`config.mk`:
```
export PLATFORM = sky130hd
export DESIGN_NAME = chanctl_led_reg
export DESIGN_NICKNAME = d
export VERILOG_FILES = /design/src/rtl/chanctl_pkg.sv /design/src/rtl/ccr_regs.sv /design/src/rtl/blink_prescaler.sv /design/src/rtl/led_lamp.sv /design/src/rtl/chanctl_led_reg.sv
export SDC_FILE = /design/constraint.sdc
export NUM_CORES = 1
export LEC_CHECK = 0
export BUFFER_PORTS_ARGS = -buffer_cell sky130_fd_sc_hd__buf_2
export CORE_AREA = 2 2 46 43
export CTS_CLUSTER_DIAMETER = 150
export CTS_CLUSTER_SIZE = 28
export DETAILED_ROUTE_END_ITERATION = 7
export DIE_AREA = 0 0 48 45
export PLACE_DENSITY = 0.74
export SETUP_SLACK_MARGIN = 0.4
export SYNTH_ARGS = -nofsm -noshare
export SYNTH_HDL_FRONTEND = slang
export SYNTH_HIERARCHICAL = 1
export SYNTH_SLANG_ARGS = --single-unit
```
`constraint.sdc`:
```
create_clock -name clk -period 2.1 [get_ports clk]
set_input_delay 0.42 -clock clk [delete_from_list [all_inputs] [get_ports clk]]
set_output_delay 0.42 -clock clk [all_outputs]
set_load 0.01 [all_outputs]
```
`src/rtl/chanctl_pkg.sv`:
```
package chanctl_pkg;

   localparam int CHANNELS = 2;

   typedef enum logic [1:0] {
      LED_STEADY = 2'b00,
      LED_FAST   = 2'b01,
      LED_SLOW   = 2'b10,
      LED_DARK   = 2'b11
   } led_mode_e;

   typedef struct packed {
      led_mode_e  led1;     // [7:6]
      led_mode_e  led0;     // [5:4]
      logic [1:0] hold;     // [3:2] per-channel reset, bit 2 = channel 0
      logic [1:0] clk_code; // [1:0]
   } ctrl_t;

   localparam logic [7:0] CTRL_RESET = 8'hFC;

endpackage

```
`src/rtl/ccr_regs.sv`:
```
module ccr_regs
   import chanctl_pkg::*;
#(
   parameter int         ADDR_W     = 7,
   parameter int         CTRL_ADDR  = 'h40,
   parameter int         FWMAJ_ADDR = 'h50,
   parameter int         FWMIN_ADDR = 'h52,
   parameter logic [7:0] FW_MAJOR   = 8'h02,
   parameter logic [7:0] FW_MINOR   = 8'h05
) (
   input  logic              clk,
   input  logic              rst_n,
   input  logic [ADDR_W-1:0] bus_addr,
   input  logic              bus_wr,
   input  logic [7:0]        bus_wdata,
   output logic [7:0]        bus_rdata,
   output ctrl_t             ctrl_q
);

   localparam logic [ADDR_W-1:0] A_CTRL  = ADDR_W'(CTRL_ADDR);
   localparam logic [ADDR_W-1:0] A_FWMAJ = ADDR_W'(FWMAJ_ADDR);
   localparam logic [ADDR_W-1:0] A_FWMIN = ADDR_W'(FWMIN_ADDR);

   initial begin
      assert (CTRL_ADDR < (1 << ADDR_W) && FWMAJ_ADDR < (1 << ADDR_W)
              && FWMIN_ADDR < (1 << ADDR_W))
         else $error("ccr_regs: an address does not fit in ADDR_W bits");
      assert (CTRL_ADDR != FWMAJ_ADDR && CTRL_ADDR != FWMIN_ADDR
              && FWMAJ_ADDR != FWMIN_ADDR)
         else $error("ccr_regs: register addresses overlap");
   end

   logic ctrl_sel;
   assign ctrl_sel = (bus_addr == A_CTRL);

   always_ff @(posedge clk or negedge rst_n) begin
      if (!rst_n) begin
         ctrl_q <= ctrl_t'(CTRL_RESET);
      end else if (bus_wr && ctrl_sel) begin
         ctrl_q <= ctrl_t'(bus_wdata);
      end
   end

   always_comb begin
      unique case (bus_addr)
         A_CTRL:  bus_rdata = ctrl_q;
         A_FWMAJ: bus_rdata = FW_MAJOR;
         A_FWMIN: bus_rdata = FW_MINOR;
         default: bus_rdata = 8'h00;
      endcase
   end

   AST_CTRL_LOAD: assert property (@(posedge clk) disable iff (!rst_n)
      (bus_wr && bus_addr == A_CTRL) |=> (ctrl_q == $past(bus_wdata)));

   AST_CTRL_HOLD: assert property (@(posedge clk) disable iff (!rst_n)
      !(bus_wr && bus_addr == A_CTRL) |=> $stable(ctrl_q));

endmodule

```
`src/rtl/blink_prescaler.sv`:
```
module blink_prescaler #(
   parameter int BLINK_N = 3
) (
   input  logic clk,
   input  logic rst_n,
   output logic fast_ph,
   output logic slow_ph
);

   localparam int CNT_W = BLINK_N + 3;

   initial begin
      assert (BLINK_N >= 1 && BLINK_N <= 28)
         else $error("blink_prescaler: BLINK_N out of range");
   end

   logic [CNT_W-1:0] cnt_q;

   always_ff @(posedge clk or negedge rst_n) begin
      if (!rst_n) cnt_q <= '0;
      else        cnt_q <= cnt_q + 1'b1;
   end

   assign fast_ph = cnt_q[BLINK_N];
   assign slow_ph = cnt_q[BLINK_N+2];

   AST_CNT_STEP: assert property (@(posedge clk) disable iff (!rst_n)
      1'b1 |=> (cnt_q == CNT_W'($past(cnt_q) + 1'b1)));

   AST_SLOW_AFTER_FAST: assert property (@(posedge clk) disable iff (!rst_n)
      $rose(slow_ph) |-> $fell(fast_ph));

endmodule

```
`src/rtl/led_lamp.sv`:
```
module led_lamp
   import chanctl_pkg::*;
(
   input  led_mode_e mode,
   input  logic      fast_ph,
   input  logic      slow_ph,
   output logic      led_n
);

   logic lit;

   always_comb begin
      unique case (mode)
         LED_STEADY: lit = 1'b1;
         LED_FAST:   lit = fast_ph;
         LED_SLOW:   lit = slow_ph;
         default:    lit = 1'b0;
      endcase
   end

   assign led_n = ~lit;

endmodule

```
`src/rtl/chanctl_led_reg.sv`:
```
module chanctl_led_reg
   import chanctl_pkg::*;
#(
   parameter int         ADDR_W     = 7,
   parameter int         CTRL_ADDR  = 'h40,
   parameter int         FWMAJ_ADDR = 'h50,
   parameter int         FWMIN_ADDR = 'h52,
   parameter logic [7:0] FW_MAJOR   = 8'h02,
   parameter logic [7:0] FW_MINOR   = 8'h05,
   parameter int         BLINK_N    = 3
) (
   input  logic              clk,
   input  logic              rst_n,
   input  logic [ADDR_W-1:0] bus_addr,
   input  logic              bus_wr,
   input  logic [7:0]        bus_wdata,
   output logic [7:0]        bus_rdata,
   output logic [1:0]        clk_sel,
   output logic [1:0]        ctl_rst,
   output logic [1:0]        led_n
);

   ctrl_t     ctrl;
   logic      fast_ph;
   logic      slow_ph;
   led_mode_e chan_mode [CHANNELS];

   ccr_regs #(
      .ADDR_W     (ADDR_W),
      .CTRL_ADDR  (CTRL_ADDR),
      .FWMAJ_ADDR (FWMAJ_ADDR),
      .FWMIN_ADDR (FWMIN_ADDR),
      .FW_MAJOR   (FW_MAJOR),
      .FW_MINOR   (FW_MINOR)
   ) i_regs (
      .clk       (clk),
      .rst_n     (rst_n),
      .bus_addr  (bus_addr),
      .bus_wr    (bus_wr),
      .bus_wdata (bus_wdata),
      .bus_rdata (bus_rdata),
      .ctrl_q    (ctrl)
   );

   blink_prescaler #(
      .BLINK_N (BLINK_N)
   ) i_prescaler (
      .clk     (clk),
      .rst_n   (rst_n),
      .fast_ph (fast_ph),
      .slow_ph (slow_ph)
   );

   assign clk_sel      = ctrl.clk_code;
   assign ctl_rst      = ctrl.hold;
   assign chan_mode[0] = ctrl.led0;
   assign chan_mode[1] = ctrl.led1;

   for (genvar c = 0; c < CHANNELS; c++) begin : g_chan
      led_lamp i_lamp (
         .mode    (chan_mode[c]),
         .fast_ph (fast_ph),
         .slow_ph (slow_ph),
         .led_n   (led_n[c])
      );

      AST_LED_DARK: assert property (@(posedge clk) disable iff (!rst_n)
         (chan_mode[c] == LED_DARK) |-> led_n[c]);

      AST_LED_STEADY: assert property (@(posedge clk) disable iff (!rst_n)
         (chan_mode[c] == LED_STEADY) |-> !led_n[c]);

      AST_FAST_FOLLOWS: assert property (@(posedge clk) disable iff (!rst_n)
         (chan_mode[c] == LED_FAST) |-> (led_n[c] == !fast_ph));
   end

endmodule

```
==> summary.txt, run 1 <==
Run
  – Total of max-cap violations: 0

Floorplan
  – Row cnt: 14
  – Die area: 2160 um2
  – Die Height: 45 um
  – Initial Util: 43.0%
  – Core Footprint: 1660 um2
  – IO Pins: 32
  – Chip width: 48 um

Pwr
  – Power per Cell Area: 574 nW/um2
  – Switching Share: 22.4%
  – Clk pwr share: 33.4%
  – Combinational fraction of design power: 13.5%
  – Int Pwr: 0.439 mW
  – Worst VDD drop: 0.227 mV
  – Leakage power: 0.525 nW
  – Sw Pwr: 0.127 mW
  – Part of the power in registers: 53.1%

Place
  – Input/output buffers: 31
  – Placed Cells: 112
  – Pre-CTS setup slack: -25.1 ps
  – GP Congestion: 0.671
  – Placed cell area: 916 um2
  – Post-detail-place hpwl: 1.11 mm

Synth
  – Synth Area per Inst: 12.6 um2
  – Top FF cell, synth: dfrtp_1
  – Synthesized cell area: 716 um2
  – Syn Inst Count: 57
  – Yosys warns: 6
  – Flops & latches, synth: 14
  – Sequential-to-total area share from yosys stat: 50.0%
  – Distinct cells, synth: 21
  – Syn_nets: 76
  – Post-synth ARST share: 100%
  – EDFF count, synth: 0

Routing
  – Drt first pass iters: 3
  – Antenna-violating nets left: 0
  – Vias: 528
  – Wire per inst: 12.1 um
  – Avg Vias per Cell: 4.55
  – DRC viols: 0
  – Routed wire length: 1.40 mm
  – Starting DRT DRC Count: 2

GRT
  – Congestion Overflow GR: 0
  – Gr usage total: 16.5%
  – Global-route wire length before repair: 2.32 mm
  – Largest net degree at the start of global routing: 15
  – Initial antenna violation count: 0
  – Vias in the first global route: 526

CTS
  – CTS H-tree depth: 1
  – Longest Clk Path Bufs: 2
  – Clock Latency Late Sink: 270 ps
  – CTS tree: yes
  – Worst-path clk slew: 80 ps
  – Clk sinks: 14
  – Root buffer cell: clkbuf_4
  – Post-CTS Hold Buffers: 0
  – TritonCTS buffer count: 3

Finish
  – Commonest non-fill, non-tap cell in the layout: buf_2
  – Most frequent cells in the layout: 29 x buf_2, 8 x dfrtp_1, 8 x mux2_4
  – Non-Filler Instances: 116
  – Antenna diodes: 0
  – Number of fillers in the final layout: 139
  – Share of cells above drive strength 1: 66.3%
  – Area growth, synth to finish: 37.6%
  – Layout net count: 112
  – Design Area, Final: 985 um2

Setup path
  – Critical path class: input pin to output port
  – Arrival @ worst endpoint: 1610 ps
  – CP startpoint kind: input pin
  – WP data required: 1680 ps
  – Crit end category: output port
  – Crit Path Max Fanout: 3

STA
  – Final period util: 96.8%
  – Peak Freq: 492 MHz
  – Final setup vio count: 0
  – Tightest Pin Transition: 309 ps
  – Max Slew Vio Count: 0
  – Fin worst setup slack: 67.1 ps
  – Setup TNS: 0 ps
  – Fin crit period: 2030 ps
  – RSZ-0062 raised after global routing: yes
  – Slew headroom: 79.4%
  – Fin. Hold Viols: 0
  – Clk_skew: 0.774 ps

Status
  – Status: completed

Hold path
  – Hold/Removal Path Class: input pin to async pin
## stage by stage
step	hold slack (ps)	util (%)	power [mW]
6_report	23.1	59.2	0.566
5_1_grt	39.9	59.2	0.595
4_1_cts	23.5	58.0	0.576
3_5_place_dp	330	55.0	0.379
3_3_place_gp	319	55.0	0.376
2_1_floorplan	124	-	0.340
## power groups by stage
stage	clock network [mW]	registers, mW	logic, mW
2_1_floorplan	0	0.305	0.0351
5_1_grt	0.208	0.303	0.0846
6_report	0.189	0.300	0.0764
3_3_place_gp	0	0.305	0.0713
4_1_cts	0.199	0.301	0.0763
3_5_place_dp	0	0.305	0.0740
## worst max-delay path, cell delays in order
cell     delay [ps]
buf_6            90
or4b_4          560
or2_4           280
a21oi_2         110
buf_2           150
## what timing repair did
action                                 CTS  global route
setup endpoints to repair               16            16
buffers inserted                         0             0
pin swaps                                7             2
endpoints found under the hold margin    0             0
gates resized for setup                  3             5
gates cloned                             0             0
## state kept, by name, summed over array words and instances (netlist names)
register and count:
i_regs/ctrl_q 8, i_prescaler/cnt_q 6
## layer usage
layer	vias up	track usage, %	wire length, um
li1	263	-	-
met1	244	20.1	612
met2	17	26.1	694
met3	4	2.40	54
met4	0	11.4	36
met5	-	0	0
## final timing paths
| check | start | to | slack, ps | depth (start not counted) |
|---|---|---|---|---|
| min in group clk | bus_wdata[1] | i_regs/ctrl_q[1]$_DFFE_PN0P_ | 370 | 2 |
| worst min-delay path | rst_n | i_regs/ctrl_q[1]$_DFFE_PN0P_ | 20 | 1 |
| max in group asynchronous | rst_n | i_regs/ctrl_q[6]$_DFFE_PN1P_ | 1790 | 1 |
| worst max-delay path | bus_addr[2] | bus_rdata[0] | 70 | 5 |
| worst max register to register | i_prescaler/cnt_q[0]$_DFF_PN0_ | i_prescaler/cnt_q[4]$_DFF_PN0_ | 1180 | 3 |
| worst min register to register | i_prescaler/cnt_q[0]$_DFF_PN0_ | i_prescaler/cnt_q[0]$_DFF_PN0_ | 460 | 1 |
## cell usage after synthesis (all sizes together), types with 2 or more instances
library cell	count	share of area [%]
dfrtp	8	28
mux2	8	17
dfstp	6	22
and2	5	4.4
inv	4	2.1
nand2	3	1.6
a21oi	2	1.4
a22o	2	2.4
nand2b	2	1.7
nand3	2	2.1
nor2	2	1.0
nor3	2	1.4
or2	2	1.7
xnor2	2	2.4
xor2	2	2.4
## cell type report
type	count	area (um2)	area share [%]
clock buffer	4	36.3	3.68
inverter	4	15.0	1.52
multi-input combinational	38	367	37.2
sequential	14	358	36.3
tap	24	30.0	3.05
timing repair buffer	32	179	18.2
## cells by family (layout without fill, tap and decap cells)
group | count (synthesis) | in the layout | share of synthesized area [%]
AO/OA/AOI/OAI | 4 | 4 | 3.85
flip-flops | 14 | 14 | 50.0
AND/OR/NAND/NOR | 21 | 21 | 19.1
XOR/XNOR | 4 | 4 | 4.90
buffers and inverters | 5 | 40 | 3.67
multiplexers | 8 | 8 | 16.8
adder cells (fa/ha/maj) | 1 | 1 | 1.75
Power figures use the tool's default switching activity.
==> inputs of run 2 (changes only) <==
CORE_AREA = 2 2 46 44   (was 2 2 46 43)
DIE_AREA = 0 0 48 46   (was 0 0 48 45)
SYNTH_HIERARCHICAL = default   (was 1)
==> run 2 against run 1 <==
- first-iteration DRC count did not move
- synthesized cell count rose by 14%
- count of clock-buffer cells in the layout did not move
- register-to-register slack barely moved
- sequential cell count did not move
- critical endpoint is now bus_rdata[1]
- largest cell class is now registers
- highest routed layer unchanged
==> summary.txt, run 2 <==
GRT
  – Gr usage total: 13.6%
  – Congestion Overflow GR: 0
  – Initial antenna violation count: 0
  – Largest net degree at the start of global routing: 15
  – Global-route wire length before repair: 2.00 mm
  – Vias in the first global route: 502

Setup path
  – Reg2reg end: i_prescaler.cnt_q[4]$_DFF_PN0_
  – Flop2flop setup slack: 1180 ps
  – R2R cell count: 3
  – Crit Path Max Fanout: 5
  – Crit end category: output port
  – Critical R2R Launch: i_prescaler.cnt_q[0]$_DFF_PN0_
  – Critical path class: input pin to output port
  – WP data required: 1680 ps
  – CP endpoint: bus_rdata[1]
  – Crit path from: bus_addr[3]
  – CP startpoint kind: input pin
  – Arrival @ worst endpoint: 1600 ps

Finish
  – Share of cells above drive strength 1: 63.4%
  – Antenna diodes: 0
  – Commonest non-fill, non-tap cell in the layout: buf_2
  – Largest register FFs: 8
  – Area growth, synth to finish: 29.8%
  – Most frequent cells in the layout: 29 x buf_2, 8 x mux2_4, 8 x dfrtp_1
  – Largest regs: i_regs.ctrl_q x8, i_prescaler.cnt_q x6
  – Biggest register: i_regs.ctrl_q
  – Layout net count: 113

Floorplan
  – IO Pins: 32
  – Initial Util: 41.7%
  – Die Height: 46 um
  – Die area: 2210 um2
  – Chip width: 48 um
  – Row cnt: 15
  – Core Footprint: 1780 um2

Routing
  – DRC viols: 0
  – Met3 routed WL: 74 um
  – Met2 WL: 594 um
  – Vias: 541
  – Wire per inst: 11.3 um
  – DR top layer: met4
  – Avg Vias per Cell: 4.58
  – Starting DRT DRC Count: 2
  – Routed wire length: 1.33 mm
  – Drt first pass iters: 2
  – WL met1: 622 um
  – Antenna-violating nets left: 0

STA
  – Fin crit period: 2020 ps
  – Peak Freq: 496 MHz
  – Fin. Hold Viols: 0
  – Final period util: 96.0%
  – Max Slew Vio Count: 0
  – Slew headroom: 80.0%
  – Clk_skew: 7.71 ps
  – Final setup vio count: 0
  – Tightest Pin Transition: 299 ps
  – RSZ-0062 raised after global routing: yes
  – Fin worst setup slack: 84.3 ps

Synth
  – Synth top area share: 26.9%
  – Syn Inst Count: 65
  – Distinct cells, synth: 19
  – Synth area leaders: dfrtp_1 27%, dfstp_2 21%, mux2_4 16%
  – Post-synthesis cell type with the largest combined area: dfrtp_1
  – EDFF count, synth: 0
  – Flops & latches, synth: 14
  – Synth Area per Inst: 11.4 um2
  – Top FF cell, synth: dfrtp_1
  – Synth cell count leaders: 8 x dfrtp_1, 8 x mux2_4, 6 x buf_4, 6 x dfstp_2, 5 x inv_1
  – Synthesized cell area: 743 um2
  – Syn_nets: 84
  – Yosys warns: 0
  – Post-synth ARST share: 100%
  – Sequential-to-total area share from yosys stat: 48.1%

Pwr
  – Worst VDD drop: 0.364 mV
  – Sw Pwr: 0.130 mW
  – Switching Share: 23.0%
  – Combinational fraction of design power: 13.5%
  – Leakage power: 0.515 nW
  – Power per Cell Area: 588 nW/um2
  – Part of the power in registers: 52.7%
  – Total chip power: 0.567 mW
  – Clk pwr share: 33.8%
  – Int Pwr: 0.437 mW

Place
  – Post-detail-place hpwl: 1.09 mm
  – Input/output buffers: 31
  – GP Congestion: 0.644
  – Pre-CTS setup slack: -81.5 ps

CTS
  – Clock Latency Late Sink: 280 ps
  – Setup bufs post-CTS: 0
  – CTS tree: yes
  – Longest Clk Path Bufs: 2
  – Root buffer cell: clkbuf_4
  – Clk sinks: 14
  – Worst-path clk slew: 90 ps
  – TritonCTS buffer count: 3
  – Post-CTS Hold Buffers: 0
  – CTS H-tree depth: 1

Hold path
  – Hold/Removal Path Class: input pin to async pin

Run
  – Total of max-cap violations: 0

Status
  – Status: completed
==> run 2: per-layer routing <==
| metal | vias to the layer above | GRT usage [%] |
|---|---|---|
| met1 | 246 | 16.3 |
| met2 | 24 | 21.6 |
| met4 | 0 | 9.73 |
| met5 | - | 0 |
| met3 | 4 | 2.38 |
| li1 | 267 | - |
==> run 2: cell type report <==
class,instances,area (um2)
Fill cell,168,818
Tap cell,25,31.3
Multi-Input combinational cell,39,353
Sequential cell,14,358
Clock buffer,4,36.3
Timing Repair Buffer,31,168
Inverter,5,18.8
==> run 2: how the worst min path moves through the flow <==
stage | from | endpoint
2_1_floorplan | rst_n | i_prescaler.cnt_q[0]$_DFF_PN0_
3_3_place_gp | rst_n | i_prescaler.cnt_q[2]$_DFF_PN0_
3_5_place_dp | rst_n | i_prescaler.cnt_q[2]$_DFF_PN0_
4_1_cts | rst_n | i_prescaler.cnt_q[4]$_DFF_PN0_
5_1_grt | rst_n | i_prescaler.cnt_q[4]$_DFF_PN0_
6_report | rst_n | i_prescaler.cnt_q[2]$_DFF_PN0_
==> run 2: cells by family (layout without fill, tap and decap cells) <==
family,after synthesis,count (layout),synth area share [%]
and+or+nand+nor,20,20,15.2
xor gates and xnor gates,4,4,4.71
DFF,14,14,48.1
muxes,8,8,16.2
AOI/OAI and AO/OA,6,6,4.04
buffers and inverters,12,40,10.1
adders and majority gates,1,1,1.68
==> run 2: power by group through the flow <==
stage | combinational, mW | clock, mW | sequential [mW]
CTS | 0.0774 | 0.194 | 0.299
finish | 0.0767 | 0.192 | 0.299
detailed placement | 0.0751 | 0 | 0.304
floorplan | 0.0529 | 0 | 0.301
global route | 0.0845 | 0.207 | 0.301
global placement | 0.0731 | 0 | 0.303
==> run 2: critical path, stage by stage <==
cell	delay, ps
buf_6	90
or4b_4	540
or2_4	290
nor3_2	100
buf_2	150
==> run 2: stage by stage <==
step / util, % / setup TNS [ps] / instance area [um2] / std cells / hold WS (ps)
after floorplan: - / 0 / 778 / 65 / 124
after global placement: 50.9 / -171 / 908 / 114 / 321
after detailed placement: 50.9 / -357 / 908 / 114 / 327
after CTS: 53.8 / 0 / 958 / 118 / 18.9
after global routing: 54.1 / 0 / 965 / 118 / 17.0
final: 54.1 / 0 / 965 / 118 / 8.64
==> run 2: repair_timing <==
item / in CTS / in global routing
setup endpoints to repair: 16 / 16
resized for setup: 3 / 1
pin swaps: 6 / 3
